==> config.mk <==
export PLATFORM = sky130hd
export DESIGN_NAME = da_fir8
export DESIGN_NICKNAME = d
export VERILOG_FILES = /design/src/rtl/da_fir_pkg.sv /design/src/rtl/da_tap_line.sv /design/src/rtl/da_pp_table.sv /design/src/rtl/da_pre_add.sv /design/src/rtl/da_scale_acc.sv /design/src/rtl/da_fir8.sv
export SDC_FILE = /design/constraint.sdc
export NUM_CORES = 1
export LEC_CHECK = 0
export ABC_CLOCK_PERIOD_IN_PS = 7300
export BUFFER_PORTS_ARGS = -buffer_cell sky130_fd_sc_hd__buf_2
export CAP_MARGIN = 20
export CORE_MARGIN = 1.5
export CORE_UTILIZATION = 57
export DETAILED_ROUTE_END_ITERATION = 12
export PLACE_DENSITY = 0.87
export SETUP_SLACK_MARGIN = 0.5
export SKIP_CTS_REPAIR_TIMING = 1
export SLEW_MARGIN = 20
export SYNTH_ARGS = -nofsm -noshare
export SYNTH_HDL_FRONTEND = slang
export SYNTH_SLANG_ARGS = --single-unit
==> constraint.sdc <==
create_clock -name clk -period 7.3 [get_ports clk]
set_clock_uncertainty 0.1 [all_clocks]
set_input_delay 1.46 -clock clk [delete_from_list [all_inputs] [get_ports clk]]
set_output_delay 1.46 -clock clk [all_outputs]
set_load 0.005 [all_outputs]
==> src/rtl/da_fir_pkg.sv <==
package da_fir_pkg;

    // Kind of accumulator update in a given cycle
    typedef enum logic [1:0] {
        STEP_HOLD = 2'd0,   // keep value
        STEP_SIGN = 2'd1,   // first (sign) bit: start from minus the term
        STEP_MAG  = 2'd2    // magnitude bit: double and add the term
    } step_e;

endpackage

==> src/rtl/da_tap_line.sv <==
module da_tap_line #(
    parameter int SAMPLE_W = 8,
    parameter int TAPS     = 8,
    parameter int CNT_W    = 3
) (
    input  logic                clk,
    input  logic                rst_n,
    input  logic                shift_en,
    input  logic [SAMPLE_W-1:0] sample_in,
    input  logic [CNT_W-1:0]    bit_sel,
    output logic [TAPS-1:0]     slice
);

    logic [SAMPLE_W-1:0] taps_d [TAPS];
    logic [SAMPLE_W-1:0] taps_q [TAPS];

    always_comb begin
        for (int k = 0; k < TAPS; k++) begin
            taps_d[k] = taps_q[k];
        end
        if (shift_en) begin
            taps_d[0] = sample_in;
            for (int k = 1; k < TAPS; k++) begin
                taps_d[k] = taps_q[k-1];
            end
        end
    end

    always_ff @(posedge clk or negedge rst_n) begin
        if (!rst_n) begin
            for (int k = 0; k < TAPS; k++) begin
                taps_q[k] <= '0;
            end
        end else begin
            for (int k = 0; k < TAPS; k++) begin
                taps_q[k] <= taps_d[k];
            end
        end
    end

    // Parallel-to-serial: one bit of equal weight from every tap
    for (genvar k = 0; k < TAPS; k++) begin : g_slice
        assign slice[k] = taps_q[k][bit_sel];
    end

endmodule

==> src/rtl/da_pp_table.sv <==
module da_pp_table #(
    parameter int                     IN     = 4,
    parameter int                     COEF_W = 8,
    parameter logic [IN*COEF_W-1:0]   COEFS  = '0,
    parameter int                     OUT_W  = COEF_W + $clog2(IN)
) (
    input  logic [IN-1:0]           addr,
    output logic signed [OUT_W-1:0] value
);

    localparam int DEPTH = 1 << IN;

    // Entry a = sum of the coefficients whose address bit is set
    function automatic logic signed [OUT_W-1:0] entry(input int a);
        logic signed [OUT_W-1:0] s;
        s = '0;
        for (int k = 0; k < IN; k++) begin
            if (a[k]) begin
                s = s + OUT_W'(signed'(COEFS[k*COEF_W +: COEF_W]));
            end
        end
        return s;
    endfunction

    logic signed [OUT_W-1:0] rom [DEPTH];

    for (genvar a = 0; a < DEPTH; a++) begin : g_rom
        assign rom[a] = entry(a);
    end

    assign value = rom[addr];

endmodule

==> src/rtl/da_pre_add.sv <==
module da_pre_add #(
    parameter int N     = 2,
    parameter int IN_W  = 10,
    parameter int OUT_W = IN_W + $clog2(N)
) (
    input  logic signed [IN_W-1:0]  parts [N],
    output logic signed [OUT_W-1:0] sum
);

    always_comb begin
        sum = '0;
        for (int t = 0; t < N; t++) begin
            sum = sum + OUT_W'(parts[t]);
        end
    end

endmodule

==> src/rtl/da_scale_acc.sv <==
module da_scale_acc
    import da_fir_pkg::*;
#(
    parameter int IN_W  = 11,
    parameter int ACC_W = 19
) (
    input  logic                    clk,
    input  logic                    rst_n,
    input  step_e                   step,
    input  logic signed [IN_W-1:0]  term,
    output logic signed [ACC_W-1:0] acc_next
);

    logic signed [ACC_W-1:0] acc_d;
    logic signed [ACC_W-1:0] acc_q;
    logic signed [ACC_W-1:0] term_ext;

    always_comb begin
        term_ext = ACC_W'(term);
        unique case (step)
            STEP_SIGN: acc_d = -term_ext;
            STEP_MAG:  acc_d = (acc_q <<< 1) + term_ext;
            default:   acc_d = acc_q;
        endcase
    end

    always_ff @(posedge clk or negedge rst_n) begin
        if (!rst_n) acc_q <= '0;
        else        acc_q <= acc_d;
    end

    assign acc_next = acc_d;

endmodule

==> src/rtl/da_fir8.sv <==
module da_fir8
    import da_fir_pkg::*;
#(
    parameter int SAMPLE_W = 8,
    parameter int COEF_W   = 8,
    parameter int TAPS     = 8,
    parameter int TBL_IN   = 4,
    parameter logic [TAPS*COEF_W-1:0] COEFS = {8'd1, 8'hC4, 8'd45, 8'd127,
                                               8'h80, 8'd23, 8'd6, 8'hF9}
) (
    input  logic                         clk,
    input  logic                         rst_n,
    input  logic                         smp_valid,
    input  logic [SAMPLE_W-1:0]          smp_data,
    output logic                         smp_ready,
    output logic                         y_valid,
    output logic [COEF_W+$clog2(TAPS)+SAMPLE_W-1:0] y_data
);

    localparam int N_TBL = TAPS / TBL_IN;
    localparam int TBL_W = COEF_W + $clog2(TBL_IN);
    localparam int SUM_W = TBL_W + $clog2(N_TBL);
    localparam int ACC_W = COEF_W + $clog2(TAPS) + SAMPLE_W;
    localparam int CNT_W = (SAMPLE_W > 1) ? $clog2(SAMPLE_W) : 1;

    typedef struct packed {
        logic             busy;
        logic [CNT_W-1:0] bit_idx;
        logic             out_valid;
        logic [ACC_W-1:0] out_data;
    } ctrl_t;

    ctrl_t ctrl_d, ctrl_q;

    logic                    accept;
    step_e                   step;
    logic [TAPS-1:0]         slice;
    logic signed [TBL_W-1:0] tbl_out [N_TBL];
    logic signed [SUM_W-1:0] pre_sum;
    logic signed [ACC_W-1:0] acc_next;

    assign accept = smp_valid && !ctrl_q.busy;

    // Control: MSB first, one bit per cycle
    always_comb begin
        ctrl_d           = ctrl_q;
        ctrl_d.out_valid = 1'b0;
        step             = STEP_HOLD;
        if (ctrl_q.busy) begin
            step = (ctrl_q.bit_idx == CNT_W'(SAMPLE_W-1)) ? STEP_SIGN : STEP_MAG;
            if (ctrl_q.bit_idx == '0) begin
                ctrl_d.busy      = 1'b0;
                ctrl_d.out_valid = 1'b1;
                ctrl_d.out_data  = acc_next;
            end else begin
                ctrl_d.bit_idx = ctrl_q.bit_idx - 1'b1;
            end
        end else if (accept) begin
            ctrl_d.busy    = 1'b1;
            ctrl_d.bit_idx = CNT_W'(SAMPLE_W-1);
        end
    end

    always_ff @(posedge clk or negedge rst_n) begin
        if (!rst_n) ctrl_q <= '0;
        else        ctrl_q <= ctrl_d;
    end

    da_tap_line #(
        .SAMPLE_W (SAMPLE_W),
        .TAPS     (TAPS),
        .CNT_W    (CNT_W)
    ) u_taps (
        .clk       (clk),
        .rst_n     (rst_n),
        .shift_en  (accept),
        .sample_in (smp_data),
        .bit_sel   (ctrl_q.bit_idx),
        .slice     (slice)
    );

    for (genvar t = 0; t < N_TBL; t++) begin : g_tbl
        da_pp_table #(
            .IN     (TBL_IN),
            .COEF_W (COEF_W),
            .COEFS  (COEFS[t*TBL_IN*COEF_W +: TBL_IN*COEF_W]),
            .OUT_W  (TBL_W)
        ) u_tbl (
            .addr  (slice[t*TBL_IN +: TBL_IN]),
            .value (tbl_out[t])
        );
    end

    da_pre_add #(
        .N     (N_TBL),
        .IN_W  (TBL_W),
        .OUT_W (SUM_W)
    ) u_pre (
        .parts (tbl_out),
        .sum   (pre_sum)
    );

    da_scale_acc #(
        .IN_W  (SUM_W),
        .ACC_W (ACC_W)
    ) u_acc (
        .clk      (clk),
        .rst_n    (rst_n),
        .step     (step),
        .term     (pre_sum),
        .acc_next (acc_next)
    );

    assign smp_ready = !ctrl_q.busy;
    assign y_valid   = ctrl_q.out_valid;
    assign y_data    = ctrl_q.out_data;

endmodule

# After elaboration in Yosys (flattened, before gate mapping)
# Memories as Yosys holds them, arrays and structs flattened.
# Index checks and enable logic that the tools add are counted.
# totals
register_bits,107
rom_bits,320
in_bits,11
output_inout_bits,21
wordCells,63
memories,2
# mem_list
name,words,width,rd,rd_ports_with_merged_regs,wr,line_no,rtl
(no name shown),16,10,1,0,0,da_pp_table.sv:31,assign value = rom[addr];
(no name shown),16,10,1,0,0,da_pp_table.sv:31,
# op_classes
add_sub_neg,4
magnitude_cmp,3
n_eq_ne,4
n_mux,29
n_bitwise,2
reduce_logical,6
# op_table
cell,count
10-bit two-way mux,4
20-bit two-way mux,2
19-bit case mux with 2 select lines,1
1-bit binary-select mux with 3-bit select,8
19-bit by 11-bit adder with 19-bit output,1
11-bit negation with 19-bit output,1
10-bit by 10-bit adder with 11-bit output,1
5-bit >= comparator (second input constant),2
4-bit NOT with 5-bit output,2
1-bit two-way mux,9
4-bit two-way mux,2
3-bit by 4-bit < comparator with 1-bit output (second input constant),1
2-bit two-way mux,2
2-bit AND reduction,2
3-bit equality test (second input constant),1
3-bit zero test,1
3-bit two-way mux,1
3-bit by 1-bit subtractor with 3-bit output (second input constant),1
2-bit by 1-bit equality test with 1-bit output (second input constant),1
2-bit equality test (second input constant),1
2-bit inequality test (second input constant),1
2-bit nonzero test,1
1-bit logical AND,1
1-bit zero test,1

# Longest topological paths before layout
# depth
depth_word,11
mapped_depth,24
ltp_nobuf,22

# Hierarchy
# A second synthesis with hierarchy kept.
# hier_totals
hier_cells,600
hier_area_um2,6890.4
# modules_own_cells
module,n_inst,cells_per_inst,area_per_inst_um2,seq_area_each_um2
da_tap_line,1,164,2906.5,1601.5
da_scale_acc,1,242,1920.6,475.5
da_fir8,1,84,1198.6,600.6
da_pre_add,1,56,447.9,0.0
da_pp_table (g_tbl[1].u_tbl),1,34,286.5,0.0
da_pp_table (g_tbl[0].u_tbl),1,20,130.1,0.0

# Worst setup path after synthesis
# OpenSTA, ideal clock, no wires.
# synth_timing
path_type,register to register
startpoint,reg ctrl_q[20] (netlist bit)
endpoint,"reg ctrl_q, in the netlist y_data[18]"
setup_ps,77
arrival_ps,6423
required_time_ps,7123
setup_slack_ps,701
stages_incl_launch_ff,22
n_path_buf,2
synth_period_minus_slack_ps,6599
cell_sequence,dfrtp_1 -> clkbuf_1 -> clkbuf_1 -> mux4_2 -> mux2i_1 -> ha_1 -> xnor2_1 -> ha_1 -> fa_1 -> a21o_1 -> a221oi_1 -> a21oi_1 -> o21ai_0 -> ha_1 -> nand2_1 -> nand2_1 -> a2111oi_0 -> nor3b_1 -> o31ai_1 -> xnor2_1 -> nand2_1 -> o21ai_1
# synth_between
elab_chain_len,9
word_cells_on_any_way,35
classes_between,add/sub (3); eq/ne (3); mux (23); bitwise (2); reduce/logical (2); memory (2)
# synth_lines
item,line_no,rtl
"start, declared",da_fir8.sv:33,"ctrl_t ctrl_d, ctrl_q;"
"start signal, assigned",da_fir8.sv:66,else ctrl_q <= ctrl_d;
1-bit binary-select mux with 3-bit select,da_tap_line.sv:43,assign slice[k] = taps_q[k][bit_sel];
1-bit two-way mux (not written as such),da_tap_line.sv:43,
4-bit NOT with 5-bit output (not written as such),da_pp_table.sv:31,
memory 16 x 10 bit,n/a,
10-bit two-way mux (not written as such) (2 in a row),da_pp_table.sv:31,
10-bit by 10-bit adder with 11-bit output,da_pre_add.sv:13,sum = sum + OUT_W'(parts[t]);
19-bit by 11-bit adder with 19-bit output or 11-bit negation with 19-bit output (tied branches),"da_scale_acc.sv:22, da_scale_acc.sv:21",
19-bit case mux with 2 select lines,da_scale_acc.sv:20,unique case (step)
# Several ways; a longest one is shown, not always the timed one. The select of a mux whose other input is x is not followed.
# A chain may end at the register's enable or synchronous reset.

# Worst setup path in the final report
# layout_timing
startpoint,reg ctrl_q[20] (netlist bit)
endpoint,"reg ctrl_q, in the netlist y_data[17]"
# Same word-level chain as after synthesis.

==> impl_metrics.env <==
export IMPL_period_minus_slack_ns=6.26
export IMPL_routed_wl_um=12500
export IMPL_utilization_pct=61.5
export IMPL_synth_edf_count=0
export IMPL_met3_usage_pct=6.03
export IMPL_multiInputGateArea_um2=3380
export IMPL_nFillCells=869
export IMPL_avgRoutedWirePerCell_um=17.3
export IMPL_crit_path_end="y_data[17]"
export IMPL_grt_pass1_wl_um=21100
export IMPL_yosysSeqAreaShare_pct=41.8
export IMPL_clock_root_buffer="clkbuf_8"
export IMPL_synth_simple_area_share_pct=8.77
export IMPL_hpwl_um=9270
export IMPL_synth_area_leaders="dfrtp_1 (42%), mux2_2 (13%), ha_1 (8.5%), mux4_2 (5.7%), a21oi_1 (2.8%)"
export IMPL_regArea_um2=2660
export IMPL_die_w_um=109
export IMPL_hold_viol_final=0
export IMPL_startpoint="ctrl_q[20]"
export IMPL_synthXorXnorAreaFrac_pct=4.14
export IMPL_path_class="reg -> reg"
export IMPL_die_y_um=109
export IMPL_numCtsBuffers=9
export IMPL_met1_usage_pct=28.3
export IMPL_antenna_found_initial=0
export IMPL_ant_nets=0
export IMPL_min_path_type="reg -> reg"
export IMPL_finalSetupViolCount=0
export IMPL_drv_cap=0
export IMPL_clkTransAtPathRegs_ns=0.10
export IMPL_clock_latency_ns=0.40
export IMPL_slew_violations=0
export IMPL_end_kind="flip-flop"
export IMPL_start_util_pct=58.6
export IMPL_crit_fanout=13
export IMPL_grt_pass1_vias=4380
export IMPL_mappedNetlistArea_um2=6350
export IMPL_rrSetupSlack_ns=1.04
export IMPL_drt_iter0_markers=253
export IMPL_routed_via_density=5.96
export IMPL_worst_path_buf_inv=2
export IMPL_syn_num_nets=635
export IMPL_worst_slew_pin_slew_ns=0.906
export IMPL_ys_warnings_count=0
export IMPL_ff2ff_path_depth=20
export IMPL_cp_required_ns=7.46
export IMPL_rr_endpoint="y_data[17]"
export IMPL_synth_top_cell_by_area="dfrtp_1"
export IMPL_synth_compound_area_share_pct=10.7
export IMPL_synth_top_area_share_pct=41.8
export IMPL_core_region_area_um2=10800
export IMPL_timing_rr_start="ctrl_q[20]"
export IMPL_crit_family="compound AO/OA/AOI/OAI gates"
export IMPL_track_usage_pct=23.3
export IMPL_yosys_register_bits=106
export IMPL_cts_buffer_depth=2
export IMPL_gp_congestion=0.921
export IMPL_syn_avg_cell_area_um2=11.0
export IMPL_syn_to_final_growth_pct=5.09
export IMPL_overflow=0
export IMPL_critPathSlowestCell="dfrtp_2"
export IMPL_layout_nets=638
export IMPL_diodes=0
export IMPL_synthAdderAreaFrac_pct=9.11
export IMPL_die_area_um2=11800
export IMPL_max_slew_margin_rel_pct=39.6
export IMPL_fmax_mhz=160
export IMPL_std_cell_rows=38
export IMPL_pin_count=32
export IMPL_htreeDepth=3
export IMPL_rsz0062_at_grt="false"
export IMPL_io_buffers=31
export IMPL_cts_tree="done"
export IMPL_synth_top_family_by_area="multiplexers"
export IMPL_crit_top_cell="ha_1"
export IMPL_synthArstFlopShare_pct=100
export IMPL_firstDrtPassIters=5
export IMPL_period_share_pct=85.7
export IMPL_synth_mux_area_fraction_pct=20.5
export IMPL_synth_flop_cell="dfrtp_1"
export IMPL_synthesis_instances=579
export IMPL_vias=4334
export IMPL_critPathLaunchType="flip-flop"
export IMPL_cp_num_cells=20
export IMPL_grt_max_degree=76
export IMPL_status="finished, final reports clean"
export IMPL_ys_top_cells_by_count="dfrtp_1 (106), mux2_2 (71), nand2_1 (45)"
export IMPL_tns_ns=0
export IMPL_route_detailed_drc=0
export IMPL_cp_cell_sequence="buf_4, mux4_2, mux2i_1, inv_1, ha_1, nor2_1, a21oi_1, ha_1, a211oi_2, nor2_1, xor2_1, ha_1, nor2b_1, o21ai_0, o211ai_1, a41oi_1, o21ai_1, a221oi_1, mux2i_1, o211ai_1"
export IMPL_cts_sinks=106
export IMPL_yosysUniqueCellTypes=51
export IMPL_drive_gt1_share_pct=24.9
export IMPL_yosysMostFrequentCell="dfrtp_1"
export IMPL_fin_hold_ws_ns=0.388
export IMPL_worstPathArrival_ns=6.41
export IMPL_cpPeakStageDelay_ns=0.61
export IMPL_grtUsageMet2_pct=40.8
export IMPL_grt_busiest_layer="met2"
## cells by family after synthesis
logic type / count (synthesis)
simple gates: 121
compound gates: 110
flops: 106
mux: 101
buf+inv: 66
fa+ha+maj: 45
xor+xnor: 30
## routing by layer
layer | up-vias | share of wire [%]
met1 | 2147 | 43
met3 | 21 | 4.4
met4 | 0 | 1.8
met2 | 118 | 51
met5 | - | 0
li1 | 2048 | -
## worst min-delay path, cell delays in order, from the launching register on
cell and delay, ns:
dfrtp_1 0.35, nand2_1 0.05, o21ai_0 0.06
## sequential cells by signal, indices dropped and copies added (netlist names)
register	count
y_valid	1
u_taps.taps_q	64
ctrl_q	4
y_data	19
u_acc.acc_q	18
## metrics by stage
stage                     setup WS [ns]  std cells  cell area, um2
after floorplan                   0.701        579            6350
final                              1.04        727            6670
after global placement            0.955        711            6480
after global routing              0.609        727            6670
after CTS                         0.668        727            6660
after detailed placement          0.708        711            6480
## cell usage in the layout (no fill, tap or decap), types with 3 or more instances in the layout
cell type and instances:
ha_1 43, or3_1 3, buf_2 30, mux4_2 16, nor2_1 34, a21o_1 7, o211ai_1 5, inv_1 21
o31ai_1 3, dfrtp_1 104, nand2_1 44, buf_4 6, o21ai_0 24, xnor2_1 18, mux2_2 71, a31oi_1 3
clkbuf_8 9, a221oi_1 4, nor3_1 8, nor2b_1 4, mux2i_1 14, nand2b_1 13, a21oi_1 35, o21ai_1 10
xor2_1 12, nand3_1 4
## worst min path at each step
stage | from | end | slack [ns] | cells after the start
after floorplan | y_data[14] | y_data[14] | 0.34 | 2
after global placement | y_data[14] | y_data[14] | 0.35 | 2
after detailed placement | y_data[9] | y_data[9] | 0.37 | 2
after CTS | y_data[9] | y_data[9] | 0.40 | 2
after global routing | y_data[13] | y_data[13] | 0.43 | 2
final | y_data[9] | y_data[9] | 0.39 | 2
## area by class of cell
cell class | instances | area share (%)
well taps | 140 | 2.63
inverters | 22 | 1.24
clock buffers | 11 | 1.97
clock inverters | 5 | 0.694
multi-input cells | 407 | 50.7
repair buffers | 36 | 2.93
flip-flops and latches | 106 | 39.8
Power is left out: the tool's default activity adds up to more than one toggle a clock period on the data nets, which glitch-free logic cannot reach.
